===== config.mk =====
export PLATFORM = sky130hd
export DESIGN_NAME = dual_mode_timer
export DESIGN_NICKNAME = d
export VERILOG_FILES = /design/src/rtl/tmr_pkg.sv /design/src/rtl/tmr_tick_div.sv /design/src/rtl/tmr_count_unit.sv /design/src/rtl/tmr_flag_bank.sv /design/src/rtl/dual_mode_timer.sv
export SDC_FILE = /design/constraint.sdc
export NUM_CORES = 1
export LEC_CHECK = 0
export ABC_AREA = 1
export BUFFER_PORTS_ARGS = -buffer_cell sky130_fd_sc_hd__buf_2
export CORE_MARGIN = 5
export CORE_UTILIZATION = 55
export DETAILED_ROUTE_END_ITERATION = 10
export PLACE_DENSITY_LB_ADDON = 0.05
export SLEW_MARGIN = 10
export SYNTH_ARGS = -nofsm -noshare
export SYNTH_HDL_FRONTEND = slang
export SYNTH_HIERARCHICAL = 1
export SYNTH_SLANG_ARGS = --single-unit

===== constraint.sdc =====
create_clock -name clk -period 3.85 [get_ports clk]
set_input_delay 0.5775 -clock clk [delete_from_list [all_inputs] [get_ports clk]]
set_output_delay 0.5775 -clock clk [all_outputs]
set_load 0.05 [all_outputs]

===== src/rtl/tmr_pkg.sv =====
package tmr_pkg;
   localparam int BYTE_W = 8;
   localparam int N_CH   = 2;

   typedef enum logic [1:0] {
      MD_PRE13 = 2'b00,
      MD_CAS16 = 2'b01,
      MD_RELD8 = 2'b10,
      MD_SPLIT = 2'b11
   } tmr_mode_e;

   // write select codes; ch g low byte = 1+2g, high byte = 2+2g
   localparam int RS_MODE = 0;
   localparam int RS_CTRL = 5;

   // control byte fields
   localparam int CTL_RUN0 = 0;
   localparam int CTL_CLR0 = 4;
endpackage


===== src/rtl/tmr_tick_div.sv =====
module tmr_tick_div #(
   parameter int DIV = 12
) (
   input  logic clk,
   input  logic rst_n,
   output logic tick_o
);
   localparam int CW = (DIV > 2) ? $clog2(DIV) : 1;
   localparam logic [CW-1:0] LAST = CW'(DIV - 1);

   generate
      if (DIV < 2) begin : g_bad_div
         $error("tmr_tick_div: DIV must be at least 2");
      end
   endgenerate

   logic [CW-1:0] cnt_q;

   always_ff @(posedge clk) begin
      if (!rst_n)
         cnt_q <= '0;
      else if (cnt_q == LAST)
         cnt_q <= '0;
      else
         cnt_q <= cnt_q + 1'b1;
   end

   assign tick_o = (cnt_q == LAST);
endmodule


===== src/rtl/tmr_count_unit.sv =====
module tmr_count_unit
   import tmr_pkg::*;
#(
   parameter int PRE_W = 5
) (
   input  tmr_mode_e          mode_i,
   input  logic               step_lo_i,
   input  logic               step_hi_i,
   input  logic [BYTE_W-1:0]  lo_i,
   input  logic [BYTE_W-1:0]  hi_i,
   output logic [BYTE_W-1:0]  lo_o,
   output logic [BYTE_W-1:0]  hi_o,
   output logic               wrap_lo_o,
   output logic               wrap_hi_o
);
   localparam int W_PRE = BYTE_W + PRE_W;
   localparam int W_CAS = 2 * BYTE_W;

   generate
      if (PRE_W < 1 || PRE_W > BYTE_W) begin : g_bad_pre
         $error("tmr_count_unit: PRE_W must lie in 1..BYTE_W");
      end
   endgenerate

   logic [W_PRE-1:0] pre_cat, pre_sum;
   logic [W_CAS-1:0] cas_cat, cas_sum;

   assign pre_cat = {hi_i, lo_i[PRE_W-1:0]};
   assign pre_sum = pre_cat + 1'b1;
   assign cas_cat = {hi_i, lo_i};
   assign cas_sum = cas_cat + 1'b1;

   always_comb begin
      lo_o      = lo_i;
      hi_o      = hi_i;
      wrap_lo_o = 1'b0;
      wrap_hi_o = 1'b0;
      unique case (mode_i)
         MD_PRE13: if (step_lo_i) begin
            lo_o[PRE_W-1:0] = pre_sum[PRE_W-1:0];
            hi_o            = pre_sum[W_PRE-1:PRE_W];
            wrap_lo_o       = &pre_cat;
         end
         MD_CAS16: if (step_lo_i) begin
            {hi_o, lo_o} = cas_sum;
            wrap_lo_o    = &cas_cat;
         end
         MD_RELD8: if (step_lo_i) begin
            lo_o      = (&lo_i) ? hi_i : lo_i + 1'b1;
            wrap_lo_o = &lo_i;
         end
         MD_SPLIT: begin
            if (step_lo_i) begin
               lo_o      = lo_i + 1'b1;
               wrap_lo_o = &lo_i;
            end
            if (step_hi_i) begin
               hi_o      = hi_i + 1'b1;
               wrap_hi_o = &hi_i;
            end
         end
         default: ;
      endcase
   end
endmodule


===== src/rtl/tmr_flag_bank.sv =====
module tmr_flag_bank #(
   parameter int N = 2
) (
   input  logic         clk,
   input  logic         rst_n,
   input  logic [N-1:0] set_i,
   input  logic [N-1:0] clr_i,
   output logic [N-1:0] flag_o
);
   generate
      for (genvar g = 0; g < N; g++) begin : g_flag
         logic q;
         always_ff @(posedge clk) begin
            if (!rst_n)
               q <= 1'b0;
            else
               q <= set_i[g] | (q & ~clr_i[g]);
         end
         assign flag_o[g] = q;
      end
   endgenerate
endmodule


===== src/rtl/dual_mode_timer.sv =====
module dual_mode_timer
   import tmr_pkg::*;
#(
   parameter int CYC_DIV = 12,
   parameter int PRE_W   = 5,
   parameter int SEL_W   = 3
) (
   input  logic             clk,
   input  logic             rst_n,
   input  logic             wr_en_i,
   input  logic [SEL_W-1:0] wr_sel_i,
   input  logic [7:0]       wr_data_i,
   output logic [7:0]       mode_o,
   output logic [7:0]       c0_lo_o,
   output logic [7:0]       c0_hi_o,
   output logic [7:0]       c1_lo_o,
   output logic [7:0]       c1_hi_o,
   output logic [1:0]       run_o,
   output logic [1:0]       flag_o
);
   localparam int NIB = BYTE_W / 2;

   generate
      if (SEL_W < 3) begin : g_bad_sel
         $error("dual_mode_timer: SEL_W must be at least 3");
      end
   endgenerate

   logic                tick;
   logic [BYTE_W-1:0]   mode_q;
   logic [N_CH-1:0]     run_q;
   logic                ctrl_wr;
   logic                split;
   logic [N_CH-1:0]     wrap_lo, wrap_hi, flag_set, flag_clr;
   logic [BYTE_W-1:0]   cnt_lo [N_CH];
   logic [BYTE_W-1:0]   cnt_hi [N_CH];
   tmr_mode_e           ch_mode [N_CH];

   tmr_tick_div #(.DIV(CYC_DIV)) u_div (
      .clk    (clk),
      .rst_n  (rst_n),
      .tick_o (tick)
   );

   assign ctrl_wr = wr_en_i && (wr_sel_i == SEL_W'(RS_CTRL));

   always_ff @(posedge clk) begin
      if (!rst_n) begin
         mode_q <= '0;
         run_q  <= '0;
      end else begin
         if (wr_en_i && (wr_sel_i == SEL_W'(RS_MODE)))
            mode_q <= wr_data_i;
         if (ctrl_wr)
            run_q <= wr_data_i[CTL_RUN0 +: N_CH];
      end
   end

   assign split = (ch_mode[0] == MD_SPLIT);

   generate
      for (genvar g = 0; g < N_CH; g++) begin : g_ch
         logic [BYTE_W-1:0] lo_q, hi_q, lo_n, hi_n;
         logic              step_lo, step_hi, wr_lo, wr_hi;

         assign ch_mode[g] = tmr_mode_e'(mode_q[NIB*g +: 2]);
         assign wr_lo = wr_en_i && (wr_sel_i == SEL_W'(1 + 2*g));
         assign wr_hi = wr_en_i && (wr_sel_i == SEL_W'(2 + 2*g));

         if (g == 0) begin : g_first
            assign step_lo = tick & run_q[0];
            assign step_hi = tick & run_q[1] & split;
         end else begin : g_other
            assign step_lo = tick & (split | run_q[g]) & (ch_mode[g] != MD_SPLIT);
            assign step_hi = 1'b0;
         end

         tmr_count_unit #(.PRE_W(PRE_W)) u_cnt (
            .mode_i    (ch_mode[g]),
            .step_lo_i (step_lo),
            .step_hi_i (step_hi),
            .lo_i      (lo_q),
            .hi_i      (hi_q),
            .lo_o      (lo_n),
            .hi_o      (hi_n),
            .wrap_lo_o (wrap_lo[g]),
            .wrap_hi_o (wrap_hi[g])
         );

         always_ff @(posedge clk) begin
            if (!rst_n) begin
               lo_q <= '0;
               hi_q <= '0;
            end else begin
               lo_q <= wr_lo ? wr_data_i : lo_n;
               hi_q <= wr_hi ? wr_data_i : hi_n;
            end
         end

         assign cnt_lo[g]   = lo_q;
         assign cnt_hi[g]   = hi_q;
         assign flag_clr[g] = ctrl_wr & wr_data_i[CTL_CLR0 + g];
      end
   endgenerate

   // channel 0 high byte borrows flag 1 while split
   assign flag_set[0] = wrap_lo[0];
   assign flag_set[1] = split ? wrap_hi[0] : (wrap_lo[1] | wrap_hi[1]);

   tmr_flag_bank #(.N(N_CH)) u_flags (
      .clk    (clk),
      .rst_n  (rst_n),
      .set_i  (flag_set),
      .clr_i  (flag_clr),
      .flag_o (flag_o)
   );

   assign mode_o  = mode_q;
   assign run_o   = run_q;
   assign c0_lo_o = cnt_lo[0];
   assign c0_hi_o = cnt_hi[0];
   assign c1_lo_o = cnt_lo[1];
   assign c1_hi_o = cnt_hi[1];
endmodule


==> flow_summary.ini, run 1 <==
[drt]
vias = 4995
routed_wl_um = 13210
wl_per_cell_um = 14.94
drtIter0Drc = 457
ant_nets = 0
vias_per_cell = 5.650
dr.pass1.iters = 6
drcViolationCount = 0

[clock_tree]
cts_tree = done
cts_buffers = 5
worstSkewPairLatency_ps = 300
clkTransAtPathRegs_ps = 100
post-cts-setup-buffer-count = 0
ctsHtreeMaxLevel = 2
postCtsResizedCells = 0
holdBufCountCts = 0
cts_max_path_buffers = 2
clock-root-buffer = clkbuf_8
clock-sinks = 48

[hold_path]
min_path_cells = 2
min_path_type = flop to flop

[timing]
grt_setup_unrepaired = false
hold_viol_final = 0
slew_viol_final = 0
setup_viol = 0
setup_slack_ps = 1472
max_slew_margin_pct = 22.42
fin_skew_ps = 7.890
max_freq_mhz = 420.5
period_share_pct = 61.76
tns_ps = 0
fin_hold_ws_ps = 462.1
worstMarginPinSlew_ps = 1162
period_minus_slack_ps = 2378

[layout]
fin_nets = 805
syn_to_final_growth_pct = 10.23
drive_above_1_share_pct = 14.90
diodes = 0
fin_util_pct = 62.88

[yosys]
synth_top_area_share_pct = 22.98
ys_seq_area_share_pct = 22.98
synth_seq_cells = 48
synthesis.area_sq_um = 4182
synth.avg_cell_area_sq_um = 5.681
syn_inst = 736
synth.area.top_cells = dfxtp_1 (23%), nand2_1 (17%), nand3_1 (14%), nor2_1 (12%), inv_1 (6.6%)
synth_cell_types = 31
yosysWarnings = 6
synth_area_leader_cell = dfxtp_1

[floorplanning]
die_x_um = 97.20
core_sq_um = 7331
io_pins = 58
num_rows = 31
dieArea_sq_um = 9447
initial_core_util_pct = 57.04
chipHeight_um = 97.20

[placed_design]
hpwl_um = 10230
place_ws_ps = 1530
portBuffers = 57
routabilityCongestion = 0.9891

[power]
intPower_w = 0.0007212
p_total_w = 0.001107
combPwrFrac_pct = 19.7
p_leak_nw = 2.176
pwr-share-seq_pct = 49.5
ir_worst_vdd_uv = 158.7
p_sw_share_pct = 34.87
power.density_nw_per_um2 = 240.2
clockPowerShare_pct = 30.8
p_switching_w = 0.0003861

[global_routing]
grt_usage_pct = 27.38
antenna_found_initial = 0
grt_pass1_vias = 4593
grt_max_degree = 45
grt_pass1_wl_um = 21820
grt_overflow_total = 0

[worst_setup_path]
worstSetupPathType = flop to flop
crit_fanout = 15
reg2regPathDepth = 14
required_ps = 4060
critPathCaptureType = flop
crit_slowest_cell = dfxtp_1
critPathLaunchType = flop
slowest_delay_ps = 390
cp.arrival_ps = 2590
crit_chain = ha_1, nand3_1, inv_1, nand2_1, inv_1, nand2_2, nor2_4, nand3_2, nor2_2, nand2_1, nand3_1, nand4_1, nor2_1, nor2_1

[run]
max-cap-violations = 0

[run_status]
outcome = finished clean
logic make-up (layout without fill, tap and decap cells):
| logic type | count (synthesis) | after routing | share of synthesized area [%] |
|---|---|---|---|
| compound gates | 52 | 52 | 6.912 |
| xor+xnor | 12 | 12 | 2.513 |
| fa+ha+maj | 7 | 7 | 2.094 |
| buf+inv | 98 | 143 | 9.455 |
| flops | 48 | 48 | 22.98 |
| other cells | 1 | 5 | 0.08968 |
| simple gates | 518 | 518 | 55.95 |
flip-flops by register name, summed over array words and instances, names as in the netlist:
signal	flops
c0_hi_o	8
c0_lo_o	8
c1_hi_o	8
c1_lo_o	8
mode_o	8
run_o	2
u_div/cnt_q	4
u_flags/g_flag.q	2
per-stage QoR:
stage                     area [sq um]  instances
after floorplan                   4197        740
after global placement            4509        876
after detailed placement          4509        876
after CTS                         4609        884
after global routing              4609        884
final                             4609        884
worst max-delay path: cells and delay by family (launching register included):
kind | cells | cell delay (ps)
buffers and inverters | 2 | 470
adder cells (fa/ha/maj) | 1 | 210
flip-flops | 1 | 390
AND/OR/NAND/NOR | 11 | 1210
placed cells by master (no fill, tap or decap), types with 5 or more instances in the layout:
cell and n:
inv_1 74, clkbuf_8 6, xor2_1 12, o21ai_0 24
conb_1 5, nor2_4 8, buf_2 57, nor2_2 21
nor2_1 129, o21ai_1 8, dfxtp_1 48, nor3_1 6
nand2_2 11, nand2_1 191, ha_1 7, nand4_1 27
a21oi_1 11, nand3_1 118
final cells by class:
class                      instances  area (sq um)
clock buffer                       6         82.58
clock inverter                     2         17.52
fill                             755          2721
inverter                          77         289.0
multi-input combinational        594          2843
sequential                        48         960.9
tap                               99         123.9
timing repair buffer              58         292.8
power by group through the flow:
stage          sequential [W]  combinational (W)  clock (W)
2_1_floorplan        0.000601           0.000112          0
3_3_place_gp         0.000557           0.000212          0
3_5_place_dp         0.000559           0.000215          0
4_1_cts              0.000547           0.000215   0.000345
5_1_grt              0.000551           0.000238   0.000369
6_report             0.000548           0.000218   0.000341
metal layers:
metal	vias up	GRT usage [%]	part of all wire, %
li1	2459	-	-
met3	17	2.800	9.6
met4	0	6.803	1.2
met2	251	43.15	45
met5	-	0	0
met1	2268	39.88	45
synthesized netlist by cell type:
library cell  count
dfxtp_1          48
buf_1             1
buf_2            10
inv_2             2
conb_1            1
inv_1            74
nor3_1            6
nand3_1         118
o21ai_1           8
nand2_2          11
a31oi_1           2
xor2_1           12
nor2_1          130
nand3_2           2
nor2_4            8
or2_2             2
nand4_1          27
o211ai_1          2
or2_0             1
a21oi_1          11
buf_4             4
nand2_1         191
o22ai_1           2
o21ai_0          24
nor2_2           20
a21oi_2           1
ha_1              7
nand2_4           2
clkinv_1          1
o211ai_2          2
clkbuf_1          6
path summary, 6_finish.rpt:
path                       start             endpoint  slack, ps
max               u_div/cnt_q[0]           c0_hi_o[1]       1470
min          u_flags/g_flag[1].q  u_flags/g_flag[1].q        460
max reg2reg       u_div/cnt_q[0]           c0_hi_o[1]       1470
min reg2reg  u_flags/g_flag[1].q  u_flags/g_flag[1].q        460
(Power assumes the default switching activity.)
==> inputs of run 2 (changes only) <==
--- a/config.mk
+++ b/config.mk
@@ -5,7 +5,7 @@
 export SDC_FILE = /design/constraint.sdc
 export NUM_CORES = 1
 export LEC_CHECK = 0
-export ABC_AREA = 1
+export ABC_AREA = 0
 export BUFFER_PORTS_ARGS = -buffer_cell sky130_fd_sc_hd__buf_2
 export CORE_MARGIN = 5
 export CORE_UTILIZATION = 55
==> constraint.sdc (replaced) <==
create_clock -name clk -period 2.2 [get_ports clk]
set_input_delay 0.33 -clock clk [delete_from_list [all_inputs] [get_ports clk]]
set_output_delay 0.33 -clock clk [all_outputs]
set_load 0.05 [all_outputs]
==> run 2 against run 1 <==
  * Non-clock buffer count rose by 40
  * Clock skew rose by 2.1 ps
  * Total power rose by 52%
  * Cell count fell by 30%
  * First-iteration DRC count fell by 28%
  * Sequential share of layout area rose by 1.7 points
  * Register-to-register slack got worse by 1400 ps
  * Global-route usage fell by 1.7 points
  * Maximum frequency rose by 13%
  * Core utilization rose by 5.0 points
  * Sequential power rose by 67%
  * Clock-buffer cell count did not move
  * Critical endpoint is now c1_hi_o[3]
==> flow_summary.ini, run 2 <==
[worst_setup_path]
critPathCaptureType = flop
crit_slowest_cell = a221o_1
crit-reg2reg-capture = c1_hi_o[3]
cp.arrival_ps = 2300
required_ps = 2390
slowest_delay_ps = 340
worstSetupPathType = flop to flop
crit_path_end = c1_hi_o[3]
reg2regPathDepth = 10
crit_chain = ha_2, and3b_2, o211a_4, nand3_4, nor2_4, a221o_1, nand4_1, mux2_1, nand2_1, mux2i_1
critPathLaunchType = flop
r2r-start = u_div/cnt_q[0]
crit_start = u_div/cnt_q[0]
reg2reg_slack_ps = 90
crit_fanout = 5

[drt]
ant_nets = 0
drtIter0Drc = 327
vias_per_cell = 5.984
dr.pass1.iters = 5
vias = 3704
wl_per_cell_um = 17.32
routed_wl_um = 10720
drcViolationCount = 0

[timing]
hold_viol_final = 0
max_slew_margin_pct = 59.16
max_freq_mhz = 473.7
period_minus_slack_ps = 2111
period_share_pct = 95.96
grt_setup_unrepaired = false
fin_skew_ps = 10.03
slew_viol_final = 0
setup_slack_ps = 88.94
worstMarginPinSlew_ps = 612.6
setup_viol = 0

[power]
pwr-share-seq_pct = 54.3
clockPowerShare_pct = 30.8
p_sw_share_pct = 29.49
ir_worst_vdd_uv = 440.3
power.density_nw_per_um2 = 393.8
intPower_w = 0.001189
p_leak_nw = 1.942
p_total_w = 0.001687
p_switching_w = 0.0004976
combPwrFrac_pct = 14.9

[layout]
final_cell_mix = nand2_1 (83), buf_2 (57), mux2i_1 (50)
syn_to_final_growth_pct = 20.06
multi_input_area_sq_um = 2516
layout.cells.most_common = nand2_1
fin_cells = 619
drive_above_1_share_pct = 25.46
diodes = 0
fillers = 567
final_area_sq_um = 4284
fin_nets = 563
fin_util_pct = 67.86
seqCellArea_sq_um = 967.2

[clock_tree]
ctsHtreeMaxLevel = 2
clock-root-buffer = clkbuf_8
cts_tree = done
worstSkewPairLatency_ps = 310
holdBufCountCts = 0
cts_buffers = 5
clock-sinks = 48
clkTransAtPathRegs_ps = 90
cts_max_path_buffers = 2

[floorplanning]
dieArea_sq_um = 8199
core_sq_um = 6314
initial_core_util_pct = 56.52
num_rows = 29
io_pins = 58
die_x_um = 90.55
chipHeight_um = 90.55

[yosys]
synth.area.top_cells = dfxtp_1 (27%), mux2i_1 (14%), nand2_1 (8.9%), a21oi_1 (3.5%), nand3_1 (3.5%)
synthArstFlopShare_pct = 0
synth_edf_count = 0
synth_compound_area_share_pct = 13.15
synthFlopType = dfxtp_1
synth_simple_gate_area_share_pct = 32.05
yosysWarnings = 6
synth_xor_area_share_pct = 4.418
ys_seq_area_share_pct = 26.93
synthesis.area_sq_um = 3568
synth_seq_cells = 48
muxShareOfSynthArea_pct = 15.29
synth_top_family_by_area = simple AND/OR/NAND/NOR gates
synth_cell_types = 57
synthTopCellsByCount = nand2_1 (85), mux2i_1 (50), dfxtp_1 (48)
yosysMostFrequentCell = nand2_1
synth_top_area_share_pct = 26.93
synth.avg_cell_area_sq_um = 7.641
syn_inst = 467
synth_adder_area_share_pct = 2.454
synth_area_leader_cell = dfxtp_1

[placed_design]
place_ws_ps = -9.098
portBuffers = 57
hpwl_um = 7861
place_area_sq_um = 4113
routabilityCongestion = 0.9990
post-place-cells = 612

[hold_path]
min_path_type = primary input to flop

[global_routing]
antenna_found_initial = 0
grt_pass1_wl_um = 17480
grt_max_degree = 30
grt_pass1_vias = 3422
grt_usage_pct = 25.67
grt_overflow_total = 0

[run]
max-cap-violations = 0

[run_status]
outcome = finished clean
[run 2: worst min path at each step]
stage                     cells past startpoint      startpoint        endpoint
after floorplan                               1  u_div/cnt_q[0]  u_div/cnt_q[0]
after global routing                          3    wr_data_i[2]      c0_hi_o[2]
after detailed placement                      2       mode_o[6]       mode_o[6]
final                                         3    wr_data_i[2]      c0_hi_o[2]
after global placement                        2       mode_o[7]       mode_o[7]
after CTS                                     3    wr_data_i[2]      c0_hi_o[2]
[run 2: through the flow]
step / hold slack, ps / TNS [ps]
after global placement: 446.2 / 0
after floorplan: 442.7 / 0
after global routing: 442.3 / 0
final: 423.9 / 0
after detailed placement: 456.4 / -9.098
after CTS: 417.5 / 0
[run 2: cell families after synthesis]
kind of cell / after synthesis
compound gates: 74
xor+xnor: 18
fa+ha+maj: 7
buf+inv: 44
flops: 48
mux: 54
other cells: 1
simple gates: 221
[run 2: repair_timing]
action,CTS,global route
setup buffers,0,0
endpoints found under the setup margin,3,17
resized for setup,3,19
pin swaps,0,7
[run 2: per-layer routing]
metal | wire length, um | track usage (%) | part of all wire, % | up-vias
met5 | 0 | 0 | 0 | -
li1 | - | - | - | 1802
met1 | 5209 | 38.72 | 49 | 1735
met2 | 4505 | 37.23 | 42 | 151
met3 | 875 | 5.000 | 8.2 | 16
met4 | 131 | 5.955 | 1.2 | 0
[run 2: final cells by class]
class,instances,share of cell area [%]
multi-input cells,380,58.73
flip-flops and latches,48,22.58
repair buffers,98,13.84
well taps,77,2.249
clock buffers,6,1.694
inverters,9,0.7886
clock inverters,1,0.1168
[run 2: worst max-delay path, delay by kind of cell (launching register included)]
| kind | cells | cell delay [ps] |
|---|---|---|
| AND/OR/NAND/NOR | 5 | 580 |
| AO/OA/AOI/OAI | 2 | 520 |
| multiplexers | 2 | 390 |
| flip-flops | 1 | 330 |
| adder cells (fa/ha/maj) | 1 | 180 |
[run 2: power by group through the flow]
stage | registers [W] | clock network [W] | logic, W
2_1_floorplan | 0.000991 | 0 | 0.000105
3_3_place_gp | 0.000933 | 0 | 0.000245
3_5_place_dp | 0.000934 | 0 | 0.000247
4_1_cts | 0.000914 | 0.000526 | 0.000248
5_1_grt | 0.000920 | 0.000570 | 0.000269
6_report | 0.000916 | 0.000520 | 0.000251
